**src/rtl/efe_pkg.sv**
```systemverilog
package efe_pkg;
  typedef enum logic [1:0] {
    RT_VN_BOTH   = 2'd0,
    RT_RAW_BOTH  = 2'd1,
    RT_SPLIT     = 2'd2,
    RT_RESERVED  = 2'd3
  } route_e;

  // returns {accumulator_takes_raw, statistics_takes_raw}
  function automatic logic [1:0] route_raw(route_e m);
    case (m)
      RT_RAW_BOTH: return 2'b11;
      RT_SPLIT:    return 2'b01;
      default:     return 2'b00;
    endcase
  endfunction
endpackage

```
**src/rtl/efe_prescaler.sv**
```systemverilog
module efe_prescaler #(
  parameter int SEL_W = 2
) (
  input  logic             clk,
  input  logic             rst_n,
  input  logic             clr,
  input  logic             tick,
  input  logic [SEL_W-1:0] sel,
  output logic             pass
);
  localparam int CNT_W = (1 << SEL_W) - 1;

  logic [CNT_W-1:0] cnt;
  logic [CNT_W:0]   full_mask;
  logic [CNT_W-1:0] mask;

  always_comb begin
    full_mask = ((CNT_W+1)'(1) << sel) - (CNT_W+1)'(1);
    mask      = full_mask[CNT_W-1:0];
    pass      = tick && ((cnt & mask) == mask);
  end

  always_ff @(posedge clk or negedge rst_n) begin
    if (!rst_n)     cnt <= '0;
    else if (clr)   cnt <= '0;
    else if (tick)  cnt <= cnt + CNT_W'(1);
  end
endmodule

```
**src/rtl/efe_run_ctrl.sv**
```systemverilog
module efe_run_ctrl #(
  parameter int CW = 16
) (
  input  logic          clk,
  input  logic          rst_n,
  input  logic          clr,
  input  logic          pass,
  input  logic [CW-1:0] delay,
  input  logic [CW-1:0] size,
  output logic          accept,
  output logic          done
);
  logic [CW-1:0] dcnt;
  logic [CW-1:0] scnt;
  logic [CW:0]   scnt_nxt;
  logic          settled;

  always_comb begin
    settled  = (dcnt >= delay);
    accept   = pass && !done && settled;
    scnt_nxt = {1'b0, scnt} + (CW+1)'(1);
  end

  always_ff @(posedge clk or negedge rst_n) begin
    if (!rst_n) begin
      dcnt <= '0;
      scnt <= '0;
      done <= 1'b0;
    end else if (clr) begin
      dcnt <= '0;
      scnt <= '0;
      done <= 1'b0;
    end else if (pass && !done) begin
      if (!settled) begin
        dcnt <= dcnt + CW'(1);
      end else begin
        scnt <= scnt_nxt[CW-1:0];
        if (scnt_nxt >= {1'b0, size}) done <= 1'b1;
      end
    end
  end
endmodule

```
**src/rtl/efe_vn_corrector.sv**
```systemverilog
module efe_vn_corrector (
  input  logic clk,
  input  logic rst_n,
  input  logic clr,
  input  logic in_vld,
  input  logic in_bit,
  output logic out_vld,
  output logic out_bit
);
  logic have_first;
  logic first_bit;

  always_comb begin
    out_vld = in_vld && have_first && (first_bit != in_bit);
    out_bit = first_bit;
  end

  always_ff @(posedge clk or negedge rst_n) begin
    if (!rst_n) begin
      have_first <= 1'b0;
      first_bit  <= 1'b0;
    end else if (clr) begin
      have_first <= 1'b0;
      first_bit  <= 1'b0;
    end else if (in_vld) begin
      have_first <= !have_first;
      if (!have_first) first_bit <= in_bit;
    end
  end
endmodule

```
**src/rtl/entropy_front_end.sv**
```systemverilog
module entropy_front_end #(
  parameter int ENT_W = 32,
  parameter int CW    = 16,
  parameter int SEL_W = 2
) (
  input  logic             clk,
  input  logic             rst_n,
  input  logic             src_valid,
  output logic             src_ready,
  input  logic             src_bit,
  input  logic [1:0]       route_mode,
  input  logic [SEL_W-1:0] div_sel,
  input  logic [CW-1:0]    delay_cfg,
  input  logic [CW-1:0]    size_cfg,
  input  logic             restart,
  input  logic             ent_read,
  output logic             ent_valid,
  output logic [ENT_W-1:0] ent_data,
  output logic             stat_valid,
  output logic             stat_bit
);
  import efe_pkg::*;

  logic             done;
  logic             xfer;
  logic             clr;
  logic             pass;
  logic             accept;
  logic             vn_vld;
  logic             vn_bit;
  logic [1:0]       raw_sel;
  logic             acc_emit;
  logic             acc_bit;
  logic             st_emit;
  logic             st_bit_n;
  logic [ENT_W-1:0] shreg;

  always_comb begin
    src_ready = !done && !restart;
    xfer      = src_valid && src_ready;
    clr       = restart || (ent_read && done);
    raw_sel   = route_raw(route_e'(route_mode));
    acc_emit  = raw_sel[1] ? accept : vn_vld;
    acc_bit   = raw_sel[1] ? src_bit : vn_bit;
    st_emit   = raw_sel[0] ? accept : vn_vld;
    st_bit_n  = raw_sel[0] ? src_bit : vn_bit;
    ent_valid = done;
    ent_data  = done ? shreg : '0;
  end

  efe_prescaler #(.SEL_W(SEL_W)) u_presc (
    .clk(clk), .rst_n(rst_n), .clr(clr), .tick(xfer), .sel(div_sel), .pass(pass)
  );

  efe_run_ctrl #(.CW(CW)) u_run (
    .clk(clk), .rst_n(rst_n), .clr(clr), .pass(pass),
    .delay(delay_cfg), .size(size_cfg), .accept(accept), .done(done)
  );

  efe_vn_corrector u_vn (
    .clk(clk), .rst_n(rst_n), .clr(clr), .in_vld(accept), .in_bit(src_bit),
    .out_vld(vn_vld), .out_bit(vn_bit)
  );

  always_ff @(posedge clk or negedge rst_n) begin
    if (!rst_n) begin
      shreg      <= '0;
      stat_valid <= 1'b0;
      stat_bit   <= 1'b0;
    end else if (clr) begin
      shreg      <= '0;
      stat_valid <= 1'b0;
      stat_bit   <= 1'b0;
    end else begin
      if (acc_emit) shreg <= {shreg[ENT_W-2:0], acc_bit};
      stat_valid <= st_emit;
      if (st_emit) stat_bit <= st_bit_n;
    end
  end
endmodule

```
**config.mk**
```make
export PLATFORM = sky130hd
export DESIGN_NAME = entropy_front_end
export DESIGN_NICKNAME = d
export VERILOG_FILES = /design/src/rtl/efe_pkg.sv /design/src/rtl/efe_prescaler.sv /design/src/rtl/efe_run_ctrl.sv /design/src/rtl/efe_vn_corrector.sv /design/src/rtl/entropy_front_end.sv
export SDC_FILE = /design/constraint.sdc
export NUM_CORES = 1
export LEC_CHECK = 0
export ABC_AREA = 1
export BUFFER_PORTS_ARGS = -buffer_cell sky130_fd_sc_hd__clkbuf_2
export CAP_MARGIN = 20
export CORE_UTILIZATION = 50
export DETAILED_ROUTE_END_ITERATION = 12
export PLACE_DENSITY = 0.73
export REMOVE_ABC_BUFFERS = 1
export SLEW_MARGIN = 20
export SYNTH_ARGS = -nofsm -noshare
export SYNTH_HDL_FRONTEND = slang
export SYNTH_HIERARCHICAL = 1
export SYNTH_SLANG_ARGS = --single-unit
```
**constraint.sdc**
```tcl
create_clock -name clk -period 6.5 [get_ports clk]
set_input_delay 0.65 -clock clk [delete_from_list [all_inputs] [get_ports clk]]
set_output_delay 0.65 -clock clk [all_outputs]
set_load 0.01 [all_outputs]
```
# == Yosys cells after proc, flatten, opt, wreduce, memory -nomap -nowiden ==
# Cells that the tools add are included.
# classes
multipliers,0
n_shift,1
addsub,4
n_eq_ne,6
order_cmp,2
n_mux,28
n_reduce_logical,23
bitwise,1
div_mod_pow,0
# op_table
op,n
16-bit 2-to-1 mux,6
32-bit 2-to-1 mux,3
"16-bit by 1-bit adder with 17-bit output, second input constant",1
17-bit by 16-bit >= comparator with 1-bit output,1
"16-bit by 1-bit adder with 16-bit output, second input constant",1
16-bit >= comparator,1
1-bit 2-to-1 mux,16
2-bit nonzero test,7
1-bit logical AND,8
3-bit 2-to-1 mux,2
2-bit AND reduction,3
"2-bit != test, second input constant",2
2-bit case mux with 2 select lines,1
"3-bit by 1-bit adder with 3-bit output, second input constant",1
3-bit bitwise AND,1
3-bit equality test,1
1-bit logical NOT,3
3-bit AND reduction,1
"1-bit by 2-bit left shift with 3-bit output, first input constant",1
"3-bit by 2-bit subtractor with 3-bit output, second input constant",1
"2-bit by 1-bit equality test with 1-bit output, second input constant",1
"2-bit equality test, second input constant",1
1-bit logical OR,1
1-bit != test,1
# word_totals
latchBits,0
word_cells,74
memories,0
reg_bits,72
out_inout_bits,36
inputBits,42
ram_bits,0
mem_bits_ro,0

# == Depth between registers and ports, before layout ==
# depth
word_depth,12
mapped_depth,22
ltp_nobuf,22

# == By module ==
# Netlist, hierarchy kept.
# by_module_without_submodules
module,cells_per_inst,n_inst,area_per_inst_um2,seq_area_each_um2
efe_run_ctrl,410,1,2866.5,825.8
entropy_front_end,263,1,1923.1,850.8
efe_prescaler,21,1,162.7,75.1
efe_vn_corrector,16,1,111.4,50.0

# == Worst setup path before layout ==
# No wires, ideal clock.
# synth_path
path_type,input to register
start,in src_valid
end,reg shreg[0]
t_arrival_ps,2351
n_path_buf,1
path_slack_ps,4032
setup_ps,117
required_ps,6383
cell_stages,15
cell_sequence,nor3b_1 > nand2_1 > a21oi_1 > nand2_1 > inv_1 > nand2_2 > inv_1 > nand2_1 > nor2_1 > inv_1 > nand2_1 > nand2_1 > buf_2 > nand3_1 > nand2_1
# synth_between
elab_chain_cells,8
# synth_rtl
item,line,text
"start, declared",entropy_front_end.sv:8,"input logic src_valid,"
1-bit logical AND,entropy_front_end.sv:40,xfer = src_valid && src_ready;
1-bit logical AND,efe_prescaler.sv:20,pass = tick && ((cnt & mask) == mask);
named net pass,entropy_front_end.sv:27,logic pass;
1-bit logical AND (2 in series),efe_run_ctrl.sv:20,accept = pass && !done && settled;
named net accept,entropy_front_end.sv:28,logic accept;
1-bit logical AND (2 in series),efe_vn_corrector.sv:14,out_vld = in_vld && have_first && (first_bit != in_bit);
named net vn_vld,entropy_front_end.sv:29,logic vn_vld;
1-bit 2-to-1 mux,entropy_front_end.sv:43,acc_emit = raw_sel[1] ? accept : vn_vld;
2-bit nonzero test (no line),-,
"end signal, assigned",entropy_front_end.sv:75,"if (acc_emit) shreg <= {shreg[ENT_W-2:0], acc_bit};"
"end, declared",entropy_front_end.sv:36,logic [ENT_W-1:0] shreg;
# The timed path passes the listed nets, and every way through them passes these cells.
# A chain may end at the register's enable or synchronous reset.

# == Worst setup path after layout ==
# layout_path
start,reg u_run.done
end,reg shreg[19]
# layout_between
elab_chain_cells,10
word_cells_on_any_way,13
classes_between,mux: 2; reduce/logical: 11
# layout_rtl
item,line,text
"start, declared",efe_run_ctrl.sv:11,output logic done
"start signal, assigned",efe_run_ctrl.sv:28,done <= 1'b0;
"start signal, assigned",efe_run_ctrl.sv:32,done <= 1'b0;
"start signal, assigned",efe_run_ctrl.sv:38,"if (scnt_nxt >= {1'b0, size}) done <= 1'b1;"
1-bit logical NOT,entropy_front_end.sv:39,src_ready = !done && !restart;
1-bit logical AND,entropy_front_end.sv:39,
1-bit logical AND,entropy_front_end.sv:40,
named net xfer,entropy_front_end.sv:25,logic xfer;
1-bit logical AND,efe_prescaler.sv:20,
named net pass,entropy_front_end.sv:27,
1-bit logical AND (2 in series),efe_run_ctrl.sv:20,
named net accept,entropy_front_end.sv:28,
1-bit logical AND (2 in series),efe_vn_corrector.sv:14,
named net vn_vld,entropy_front_end.sv:29,
1-bit 2-to-1 mux,entropy_front_end.sv:43,
2-bit nonzero test (no line),-,
# The timed path passes the listed nets, and every way through them passes these cells.

==> reports/metrics.csv <==
stage,metric,value,unit
global_route,antenna violations before repair,0,
layout,Antenna Cells,0,
layout,Nets,855,
power,Pwr Total,0.925,mW
place,Final Wtd Congestion,0.840,
timing,Worst Max-Slew Pin Slew,1040,ps
synthesis,Synth area leaders,"dfrtp_1 36%, nand2_1 19%, ha_1 8.9%, inv_1 8.5%, nand3_1 7.3%",
timing,setup TNS,0,ps
flow_run,Max-Cap Viols,0,
clock_tree,CTS Buffer Depth,2,
layout,share of layout cells above drive strength 1,0.164,
timing,Final Setup Violations,0,
timing,min cycle time layout,3130,ps
setup_path,Arrival @ worst endpoint,3350,ps
timing,Fin Clk Skew,9.91,ps
place,DP Wirelength,7110,um
synthesis,Mapped Cells,710,
setup_path,cell chain of the critical path,"nor3b_1, nand2_1, a21oi_1, nand2_1, inv_1, nand2_2, inv_1, nand2_1, nor2_1, inv_1, nand2_1, nand2_1, nand3_1, nand2_1",
layout,"commonest non-fill, non-tap cell in the layout",nand2_1,
hold_path,class of the worst hold path,in -> async,
timing,Worst slew margin,0.302,
power,P per Cell Area,163,nW/um2
floorplanning,Initial Util,0.518,
layout,register area,1800,um2
synthesis,post-synthesis cell type count,36,
timing,"Period Utilization, post-route",0.482,
synthesis,Syn. warnings,6,
synthesis,Synth top area share,0.356,
global_route,first-pass GRT wire length,17200,um
clock_tree,CTS buffer count,9,
synthesis,asr flop ratio synth,1.00,
global_route,GRT Overall Usage,0.206,
route,Via Count,4387,
clock_tree,CTS H-Tree Depth,3,
synthesis,register area share after synthesis,0.356,
global_route,largest net degree at the start of global routing,73,
layout,multi-input logic area,2640,um2
timing,Pins Over Slew Limit,0,
floorplanning,die area,10500,um2
timing,final hold vios,0,
outcome,status,completed,
place,cell count after placement,899,
clock_tree,Worst-Skew Late Latency,340,ps
clock_tree,# Post-CTS Setup Buffers,0,
floorplanning,Core Footprint,9770,um2
clock_tree,Worst-path clk slew,80,ps
setup_path,Worst Path Required,6720,ps
clock_tree,hold_buf cts,0,
timing,post-route worst setup slack,3370,ps
route,Remaining DRCs,0,
synthesis,synthesized area,5060,um2
route,final WL,10100,um
synthesis,"EDFF count, synth",0,
synthesis,largest area contributor in the netlist,dfrtp_1,
setup_path,critical path class,reg -> reg,
power,Leakage,3.46,nW
setup_path,Slowest cell on crit path,nor3b_1,
setup_path,FF-to-FF End,shreg[19],
place,Buffers on Ports,77,
power,peak supply drop,0.107,mV
route,DRT iter0 DRCs,159,
synthesis,Most used DFF post-synth,dfrtp_1,
layout,area growth from synthesis to layout,12.2,%
clock_tree,CTS tree,done,
place,pre-CTS WS,3130,ps
setup_path,CP most frequent cell,nand2_1,
route,First-pass DRT Iterations,4,
setup_path,Worst R2R Start,u_run/done,
global_route,vias in the first global route,3955,
setup_path,crit path max fanout,32,
synthesis,syn_area_per_cell,7.13,um2
route,Routed Antenna Nets,0,
route,Vias/cell,4.80,
floorplanning,I/O Pins,78,
setup_path,Critical Path Start Type,register,
route,Routed WL per cell,11.1,um
timing,fmax,319,MHz
clock_tree,cts repair resizes,0,
synthesis,"flops & latches, synth",72,
setup_path,internal reg-to-reg setup slack,3370,ps
setup_path,Worst setup EP type,register,
clock_tree,CTS root buffer,clkbuf_8,
floorplanning,Die X,103,um
timing,unrepaired setup endpoints after global routing,false,
clock_tree,clock sinks,72,
floorplanning,row count,36,
layout,final std cells w/o fill,914,
layout,fill cell count,948,
floorplanning,Die Y,103,um
global_route,grt total ovfl,0,
setup_path,Reg2Reg Depth,14,
setup_path,CP max stage delay,600,ps
layout,most frequent cells in the layout,"252 x nand2_1, 115 x inv_1, 76 x clkbuf_2, 74 x nand3_1, 72 x dfrtp_1",
## state kept, by name, summed over array words and instances (netlist names)
register	cells
u_presc/cnt	3
u_vn/out_bit	1
u_run/done	1
u_run/dcnt	16
u_vn/have_first	1
shreg	32
stat_valid	1
u_run/scnt	16
stat_bit	1
## logic make-up after synthesis
| kind of cell | count (synthesis) | synth area share |
|---|---|---|
| simple gates | 403 | 0.357 |
| buf+inv | 145 | 0.123 |
| flops | 72 | 0.356 |
| fa+ha+maj | 36 | 0.0890 |
| compound gates | 30 | 0.0311 |
| xor+xnor | 24 | 0.0445 |
## per-stage QoR
stage               hold slack [ps]  utilization  instance area [um2]
finish                          498        0.581                 5680
global route                    543        0.581                 5680
CTS                             507        0.581                 5680
detailed placement              488        0.560                 5470
global placement                484        0.560                 5470
floorplan                       354            -                 4910
## per-layer routing
metal | part of all wire | track usage | vias up
li1 | - | - | 2301
met1 | 0.48 | 0.271 | 1997
met2 | 0.47 | 0.347 | 77
met3 | 0.031 | 0.0298 | 12
met4 | 0.014 | 0.0714 | 0
met5 | 0 | 0 | -
## synth_stat cells, types with 5 or more instances
cell type	n
nor2_1	36
nand4_1	5
xor2_1	11
inv_1	115
nand3_1	74
xnor2_1	11
nand2_1	252
inv_2	5
a21oi_1	17
nor2_4	12
ha_1	36
o21ai_1	7
buf_6	5
dfrtp_1	72
buf_2	12
## worst max-delay path, delay by kind of cell (launching register included)
| kind | cells | cell delay, ps |
|---|---|---|
| flops | 1 | 400 |
| simple gates | 10 | 2160 |
| compound gates | 1 | 130 |
| buf+inv | 3 | 310 |
## where the power goes
part / switching (mW) / internal, mW
sequential: 0.00532 / 0.452
combinational: 0.0558 / 0.0280
clock: 0.169 / 0.215
## how the worst max path moves through the flow
stage                      endpoint  cells after the start           from
final                     shreg[19]                     14     u_run/done
after CTS                 shreg[19]                     18  u_run/dcnt[3]
after detailed placement   shreg[5]                     15        restart
after global placement     shreg[5]                     20   delay_cfg[3]
after floorplan           shreg[13]                     14     u_run/done
after global routing      shreg[26]                     18  u_run/dcnt[3]
## cell type report
cell class              instances  area share
multi-input cells             493       0.465
flip-flops and latches         72       0.317
inverters                     122      0.0815
clock inverters                 5      0.0145
repair buffers                 79      0.0705
well taps                     133      0.0293
clock buffers                  10      0.0225
No activity file was read; power rests on OpenSTA's default activity.
